--- config.mk ---
export PLATFORM = sky130hd
export DESIGN_NAME = led_stop_ctrl
export DESIGN_NICKNAME = d
export VERILOG_FILES = /design/src/rtl/led_stop_pkg.sv /design/src/rtl/lsc_regs.sv /design/src/rtl/lsc_flash_div.sv /design/src/rtl/lsc_pin_mux.sv /design/src/rtl/led_stop_ctrl.sv
export SDC_FILE = /design/constraint.sdc
export NUM_CORES = 1
export LEC_CHECK = 0
export CAP_MARGIN = 20
export CORE_MARGIN = 3
export CORE_UTILIZATION = 25
export CTS_CLUSTER_DIAMETER = 100
export DETAILED_ROUTE_END_ITERATION = 12
export RECOVER_POWER = 25
export SLEW_MARGIN = 10
export SYNTH_ARGS = -nofsm -noshare
export SYNTH_HDL_FRONTEND = slang
export SYNTH_SLANG_ARGS = --single-unit
export TNS_END_PERCENT = 5
--- constraint.sdc ---
create_clock -name clk -period 1.4 [get_ports clk]
set_input_delay 0.14 -clock clk [delete_from_list [all_inputs] [get_ports clk]]
set_output_delay 0.14 -clock clk [all_outputs]
set_load 0.05 [all_outputs]
--- src/rtl/led_stop_pkg.sv ---
package led_stop_pkg;

   typedef enum logic [1:0] {
      SEL_MODE0 = 2'd0,
      SEL_MODE1 = 2'd1,
      SEL_STOP  = 2'd2,
      SEL_NONE  = 2'd3
   } wr_sel_e;

   localparam int NUM_STOP = 5;

   // bit positions decoded from the mode registers
   localparam int M0_FLASH   = 7;
   localparam int M0_LED2PIN = 6;
   localparam int M0_STPAPIN = 2;
   localparam int M1_ALT     = 5;
   localparam int M1_L1SECT  = 4;
   localparam int M1_L2SECT  = 3;
   localparam int M1_VOLOFF  = 2;

   // stop register bit order follows pin letters A..E
   localparam int ST_A = 0;
   localparam int ST_B = 1;
   localparam int ST_C = 2;
   localparam int ST_D = 3;
   localparam int ST_E = 4;

   typedef struct packed {
      logic flash;
      logic led2_pin;
      logic stpa_pin;
      logic alt;
      logic l1_sect;
      logic l2_sect;
      logic vol_off;
   } ctrl_t;

   localparam ctrl_t CTRL_RESET = '{default: 1'b1};

endpackage

--- src/rtl/lsc_regs.sv ---
module lsc_regs
   import led_stop_pkg::*;
#(
   parameter int DATA_W = 8
) (
   input  logic                clk,
   input  logic                rst_n,
   input  logic                wr_en,
   input  logic [1:0]          wr_sel,
   input  logic [DATA_W-1:0]   wr_data,
   output ctrl_t               ctrl_o,
   output logic [NUM_STOP-1:0] stop_o
);

   generate
      if (DATA_W < 8) begin : g_bad_width
         $error("lsc_regs: DATA_W must be at least 8");
      end
      if (DATA_W > 8) begin : g_wide
         logic unused_hi;
         assign unused_hi = ^wr_data[DATA_W-1:8];
      end
   endgenerate

   ctrl_t               ctrl_q;
   logic [NUM_STOP-1:0] stop_q;
   wr_sel_e             sel;

   assign sel = wr_sel_e'(wr_sel);

   always_ff @(posedge clk or negedge rst_n) begin
      if (!rst_n) begin
         ctrl_q <= CTRL_RESET;
         stop_q <= '1;
      end else if (wr_en) begin
         unique case (sel)
            SEL_MODE0: begin
               ctrl_q.flash    <= wr_data[M0_FLASH];
               ctrl_q.led2_pin <= wr_data[M0_LED2PIN];
               ctrl_q.stpa_pin <= wr_data[M0_STPAPIN];
            end
            SEL_MODE1: begin
               ctrl_q.alt     <= wr_data[M1_ALT];
               ctrl_q.l1_sect <= wr_data[M1_L1SECT];
               ctrl_q.l2_sect <= wr_data[M1_L2SECT];
               ctrl_q.vol_off <= wr_data[M1_VOLOFF];
            end
            SEL_STOP: stop_q <= wr_data[NUM_STOP-1:0];
            default: ;
         endcase
      end
   end

   assign ctrl_o = ctrl_q;
   assign stop_o = stop_q;

   assert_stop_load_R2 : assert property (@(posedge clk) disable iff (!rst_n)
      (wr_en && wr_sel == SEL_STOP) |=> stop_q == $past(wr_data[NUM_STOP-1:0]));

   assert_none_sel_R2 : assert property (@(posedge clk) disable iff (!rst_n)
      (wr_en && wr_sel == SEL_NONE) |=> (stop_q == $past(stop_q) && ctrl_q == $past(ctrl_q)));

endmodule

--- src/rtl/lsc_flash_div.sv ---
module lsc_flash_div #(
   parameter int CLK_HZ   = 1200,
   parameter int FLASH_HZ = 3
) (
   input  logic clk,
   input  logic rst_n,
   output logic phase_o
);

   localparam int HALF  = CLK_HZ / (2 * FLASH_HZ);
   localparam int CNT_W = (HALF > 1) ? $clog2(HALF) : 1;

   generate
      if (FLASH_HZ < 1 || CLK_HZ < 2 * FLASH_HZ) begin : g_bad_rate
         $error("lsc_flash_div: CLK_HZ must be at least twice FLASH_HZ");
      end

      if (HALF <= 1) begin : g_toggle
         always_ff @(posedge clk or negedge rst_n) begin
            if (!rst_n) phase_o <= 1'b1;
            else        phase_o <= ~phase_o;
         end
      end else begin : g_count
         logic [CNT_W-1:0] cnt;
         logic             wrap;

         assign wrap = (cnt == CNT_W'(HALF - 1));

         always_ff @(posedge clk or negedge rst_n) begin
            if (!rst_n) begin
               cnt     <= '0;
               phase_o <= 1'b1;
            end else if (wrap) begin
               cnt     <= '0;
               phase_o <= ~phase_o;
            end else begin
               cnt     <= cnt + 1'b1;
            end
         end

         assert_cnt_range_R3 : assert property (@(posedge clk) disable iff (!rst_n)
            cnt < CNT_W'(HALF));

         assert_toggle_at_wrap_R3 : assert property (@(posedge clk) disable iff (!rst_n)
            (phase_o != $past(phase_o)) |-> ($past(cnt) == CNT_W'(HALF - 1)));
      end
   endgenerate

endmodule

--- src/rtl/lsc_pin_mux.sv ---
module lsc_pin_mux
   import led_stop_pkg::*;
(
   input  ctrl_t               ctrl_i,
   input  logic [NUM_STOP-1:0] stop_i,
   input  logic                phase_i,
   input  logic                busy_i,
   input  logic                sect_i,
   input  logic                vol_i,
   output logic                led1_o,
   output logic                led2_stpc_o,
   output logic                stpa_busy_o,
   output logic [2:0]          direct_o
);

   logic req1, req2, ph2, led2;

   always_comb begin
      req1 = ctrl_i.l1_sect ? sect_i : busy_i;
      if (!ctrl_i.vol_off) req1 = req1 & vol_i;
      req2 = ctrl_i.l2_sect ? sect_i : stop_i[ST_C];
      ph2  = ctrl_i.alt ? ~phase_i : phase_i;
      led1_o = req1 & (~ctrl_i.flash | phase_i);
      led2   = req2 & (~ctrl_i.flash | ph2);
      led2_stpc_o = ctrl_i.led2_pin ? led2 : stop_i[ST_C];
      stpa_busy_o = ctrl_i.stpa_pin ? stop_i[ST_A] : busy_i;
   end

   localparam int DIRECT_IDX [3] = '{ST_B, ST_D, ST_E};

   generate
      for (genvar i = 0; i < 3; i++) begin : g_direct
         assign direct_o[i] = stop_i[DIRECT_IDX[i]];
      end
   endgenerate

endmodule

--- src/rtl/led_stop_ctrl.sv ---
module led_stop_ctrl
   import led_stop_pkg::*;
#(
   parameter int CLK_HZ   = 1200,
   parameter int FLASH_HZ = 3,
   parameter int DATA_W   = 8
) (
   input  logic              clk,
   input  logic              rst_n,
   input  logic              wr_en,
   input  logic [1:0]        wr_sel,
   input  logic [DATA_W-1:0] wr_data,
   input  logic              busy_i,
   input  logic              sect_led_i,
   input  logic              vol_led_i,
   output logic              led1_o,
   output logic              led2_stpc_o,
   output logic              stpa_busy_o,
   output logic              stpb_o,
   output logic              stpd_o,
   output logic              stpe_o
);

   ctrl_t               ctrl;
   logic [NUM_STOP-1:0] stop;
   logic                phase;
   logic [2:0]          direct;

   lsc_regs #(.DATA_W(DATA_W)) u_regs (
      .clk(clk), .rst_n(rst_n), .wr_en(wr_en), .wr_sel(wr_sel),
      .wr_data(wr_data), .ctrl_o(ctrl), .stop_o(stop)
   );

   lsc_flash_div #(.CLK_HZ(CLK_HZ), .FLASH_HZ(FLASH_HZ)) u_div (
      .clk(clk), .rst_n(rst_n), .phase_o(phase)
   );

   lsc_pin_mux u_mux (
      .ctrl_i(ctrl), .stop_i(stop), .phase_i(phase), .busy_i(busy_i),
      .sect_i(sect_led_i), .vol_i(vol_led_i), .led1_o(led1_o),
      .led2_stpc_o(led2_stpc_o), .stpa_busy_o(stpa_busy_o), .direct_o(direct)
   );

   assign stpb_o = direct[0];
   assign stpd_o = direct[1];
   assign stpe_o = direct[2];

   assert_busy_pin_R6 : assert property (@(posedge clk) disable iff (!rst_n)
      !ctrl.stpa_pin |-> (stpa_busy_o == busy_i));

   assert_alt_opposite_R7 : assert property (@(posedge clk) disable iff (!rst_n)
      (ctrl.flash && ctrl.alt && ctrl.led2_pin && ctrl.l1_sect && ctrl.l2_sect
       && ctrl.vol_off && sect_led_i) |-> (led1_o != led2_stpc_o));

   assert_steady_led1_R4 : assert property (@(posedge clk) disable iff (!rst_n)
      (!ctrl.flash && ctrl.l1_sect && ctrl.vol_off) |-> (led1_o == sect_led_i));

   assert_direct_stop_R11 : assert property (@(posedge clk) disable iff (!rst_n)
      {stpb_o, stpd_o, stpe_o} == {stop[ST_B], stop[ST_D], stop[ST_E]});

endmodule

---- After elaboration in Yosys (flattened, before gate mapping) ----
Index checks and enable logic that the tools add are counted.
operators by class
  bitwise gates (word level) .............. 7
  muxes and demuxes ....................... 7
  equality and inequality tests ........... 3
  add/subtract/negate cells ............... 1
  reduce and logical (&&, ||, !) cells .... 4
operators by type and width
  cell                   number
  $add A8 B1 Y8 const B  1
  $eq A8 B8 Y1 const B   1
  $mux W8                1
  $mux W1                6
  $reduce_and A2 Y1      3
  $and A1 B1 Y1          3
  $eq A2 B1 Y1 const B   1
  $eq A2 B2 Y1 const B   1
  $logic_not A2 Y1       1
  $not A1 Y1             2
  $or A1 B1 Y1           2
storage, ports and cells
  bits in registers ....................... 21
  input port bits ......................... 16

---- Longest topological paths before layout ----
  depth after elaboration ................. 5
  depth in mapped cells ................... 4
  gate-level depth less buffers ........... 4

---- Modules after synthesis ----
Synthesis repeated with hierarchy kept, for this count alone.
second synthesis, totals
  cells, all modules ...................... 74
  area total of the unflattened synthesis .. 985.9 µm²
modules (own cells, without submodules)
  module         times used  cells an instance  area an instance (µm²)  sequential area each (µm²)
  lsc_regs       1           27                 478.0                   315.3
  lsc_flash_div  1           35                 415.4                   226.5
  lsc_pin_mux    1           12                 92.6                    0.0

---- Least setup slack after synthesis ----
Ideal clock, no wire load.
  kind .................................... register to output
  from .................................... reg u_div.phase_o
  to ...................................... out led2_stpc_o
  stages on the path, launching flop included .. 3
  data required time ...................... 1.260 ns
  path slack .............................. -0.637 ns
  data arrival time ....................... 1.897 ns
  cell sequence ........................... dfstp_2 > xnor2_1 > a311oi_1
on the way
  longest elaborated chain between the ends .. 5
ends and longest elaborated chain
  element                 RTL line             text
  from (decl)             lsc_flash_div.sv:7   output logic phase_o
  from (signal assigned)  lsc_flash_div.sv:35  phase_o <= ~phase_o;
  $not A1 Y1              lsc_pin_mux.sv:22    ph2 = ctrl_i.alt ? ~phase_i : phase_i;
  $mux W1 *               lsc_pin_mux.sv:22
  $or A1 B1 Y1 *          lsc_pin_mux.sv:24    led2 = req2 & (~ctrl_i.flash | ph2);
  $and A1 B1 Y1 *         lsc_pin_mux.sv:24
  $mux W1 *               lsc_pin_mux.sv:25    led2_stpc_o = ctrl_i.led2_pin ? led2 : stop_i[ST_C];
  to (decl)               led_stop_ctrl.sv:17  output logic led2_stpc_o,
Every way passes the cells marked *; elsewhere a longest branch is shown, timed or not.

---- Worst setup path after layout ----
  from .................................... reg u_regs.ctrl_q (netlist bit u_regs.ctrl_o[3])
  to ...................................... out led2_stpc_o
on the way
  longest elaborated chain between the ends .. 4
ends and longest elaborated chain
  element        RTL line           text
  from (decl)    lsc_regs.sv:25     ctrl_t ctrl_q;
  $mux W1        lsc_pin_mux.sv:22
  $or A1 B1 Y1   lsc_pin_mux.sv:24
  $and A1 B1 Y1  lsc_pin_mux.sv:24
  $mux W1        lsc_pin_mux.sv:25
Every way passes these cells.

==> results.json <==
{
  "globalplace.congestion": 0.719,
  "syn_to_final_growth_pct": 46.2,
  "h-tree-depth": 1,
  "first_pass_iters": 2,
  "synth-seq-area-share": 0.563,
  "vias_per_cell": 4.49,
  "p_leak_nw": 0.585,
  "max_slew_margin": 0.664,
  "final_cell_mix": "clkdlybuf4s50_1 (14), dfstp_2 (13), mux2_2 (11), dfrtp_1 (8), buf_12 (6)",
  "cts_tree": "built",
  "path_depth": 3,
  "avgRoutedWirePerCell_um": 13.7,
  "fmaxAchievable_ghz": 0.681,
  "status": "finished, violations left",
  "cpPeakStageDelay_ps": 550,
  "finClkSkew_ps": 6.56,
  "clk_latency_ps": 260,
  "p_clk_frac": 0.229,
  "syn_nets": 89,
  "timing.hold.ws_ps": 383,
  "antenna_left": 0,
  "hold_violations": 0,
  "wl_um": 2020,
  "drcViolationCount": 0,
  "fin_nets": 120,
  "crit_buf_inv": 1,
  "power_w": 0.00167,
  "grtUsageTotal": 0.0981,
  "drive_gt1_frac": 0.461,
  "cp-end-kind": "primary output",
  "power.share.sequential": 0.466,
  "cts_sinks": 21,
  "r2r-start": "u_div.g_count.cnt[0]",
  "max-vdd-ir-drop_mv": 0.326,
  "synth_top_flop_cell": "dfstp_2",
  "finalSetupViolCount": 2,
  "slowest_stage": "dfstp_2",
  "io_buffers": 21,
  "r2r.worst_path.cells": 4,
  "clockBufferDepth": 2,
  "synth_edf_count": 0,
  "crit_arrival_ps": 1330,
  "grt_pass1_vias": 748,
  "synth-seq-cells": 21,
  "die-height_um": 68.0,
  "antenna_cells": 0,
  "yosys_warnings": 0,
  "rsz0062_at_grt": "true",
  "cp.required_ps": 1260,
  "start_kind": "register",
  "syn_inst": 72,
  "floorplan.die.width_um": 68.0,
  "period_needed_ps": 1470,
  "startpoint": "u_regs.ctrl_o[3]",
  "timing.setup.critical_path_class": "reg2out",
  "hpwlAfterDp_um": 1580,
  "io_pins": 22,
  "cp_max_fo": 2,
  "clkTransAtPathRegs_ps": 80,
  "cts_hold_buf": 0,
  "ys_async_sr_fraction": 1.00,
  "numCtsBuffers": 3,
  "final_common_cell": "clkdlybuf4s50_1",
  "cap_violations": 0,
  "rows": 21,
  "crit_family": "flip-flops",
  "setup_ws_ps": -67.5,
  "intPower_w": 0.00120,
  "start_util": 0.273,
  "core-area_um2": 3520,
  "worst_pin_slew_ps": 505,
  "die_area_um2": 4630,
  "path_cells": "xnor2_2, a311oi_4, buf_12",
  "grt_max_degree": 22,
  "vias": 665,
  "drv_slew": 0,
  "p_comb_frac": 0.306,
  "post_synth.cell_area_avg_um2": 13.4,
  "yosysUniqueCellTypes": 28,
  "min_path_type": "in2async",
  "grt_pass1_wl_um": 3280,
  "synth_area_um2": 962,
  "drt_iter0_markers": 25,
  "fin_crit_sh": 1.05,
  "p_sw_frac": 0.285,
  "antenna_found_initial": 0,
  "cts-root-buf": "clkbuf_8",
  "violations": "setup timing",
  "switching_power_w": 0.000478,
  "p_per_area_nw_per_um2": 1190,
  "grt_remaining_overflow": 0
}
==> cell families (layout without fill, tap and decap cells) <==
logic type / after synthesis / count (layout) / share of synthesized area
mux: 14 / 14 / 0.161
compound gates: 8 / 8 / 0.0533
buf+inv: 1 / 31 / 0.00390
simple gates: 21 / 21 / 0.143
flops: 21 / 21 / 0.563
fa+ha+maj: 1 / 1 / 0.0130
xor+xnor: 6 / 6 / 0.0624
==> path summary, 6_finish.rpt <==
kind                                        end  slack, ps
min reg2reg                u_div.g_count.cnt[0]        480
max                                 led2_stpc_o        -70
max in group asynchronous      u_regs.ctrl_o[6]        650
max reg2reg                u_div.g_count.cnt[7]        120
min in group clk               u_regs.ctrl_o[6]        420
min                        u_div.g_count.cnt[7]        380
==> per-stage QoR <==
step / cells / cell area (µm²) / TNS, ps / util / worst slack [ps]
6_report: 148 / 1410 / -106 / 0.399 / -67.5
5_1_grt: 148 / 1410 / -250 / 0.399 / -119
4_1_cts: 148 / 1410 / -150 / 0.400 / -88.7
3_5_place_dp: 143 / 1340 / -66.5 / 0.381 / -60.8
3_3_place_gp: 143 / 1340 / -26.8 / 0.381 / -26.8
2_1_floorplan: 72 / 982 / -23.6 / - / -23.6
==> power by group through the flow <==
stage,Combinational (W),Sequential (W),Clock [W]
final,0.000512,0.000780,0.000383
after global routing,0.000539,0.000790,0.000425
after CTS,0.000522,0.000781,0.000398
after detailed placement,0.000500,0.000788,0
after global placement,0.000490,0.000783,0
after floorplan,0.000197,0.000826,0
==> layout make-up <==
class	instances	area [µm²]
flip-flops and latches	21	542
inverters	1	3.75
clock buffers	3	41.3
multi-input cells	50	452
repair buffers	26	305
clock inverters	1	5.00
fillers	338	2110
well taps	46	57.6
==> layer usage <==
metal,vias up,GRT usage,share of wire
met5,-,0,0
met4,0,0.0447,0.0064
met3,2,0.0279,0.086
met2,18,0.182,0.51
met1,324,0.101,0.40
li1,321,-,-
==> sequential cells by signal (all words and copies together), names as in the netlist <==
name,cells
u_div.g_count.cnt,8
u_div.phase_o,1
u_regs.stop_o,5
u_regs.ctrl_o,7
==> worst register-to-register path, stage by stage, from the launching register on <==
cell and delay, ps:
dfrtp_1 390, ha_1 180, and4bb_1 230, o21ai_1 80, a211o_1 290
==> synthesized netlist by cell type, types with 2 or more instances <==
cell type	count	area, µm²
dfstp_2	13	342
mux2_2	12	135
dfrtp_1	8	200
nand2_1	4	15.0
nor2_1	4	15.0
xnor2_1	3	26.3
a21oi_1	2	10.0
mux2i_1	2	20.0
nand3_1	2	10.0
nand3b_1	2	15.0
nor2b_1	2	12.5
xor2_1	2	17.5
==> what timing repair did <==
| action | CTS | global route |
|---|---|---|
| pin swaps | 3 | 0 |
| gates resized for setup | 3 | 0 |
| setup endpoints to repair | 3 | 3 |
| buffers inserted | 1 | 0 |
Note: power is estimated with default switching activity, not from simulation.
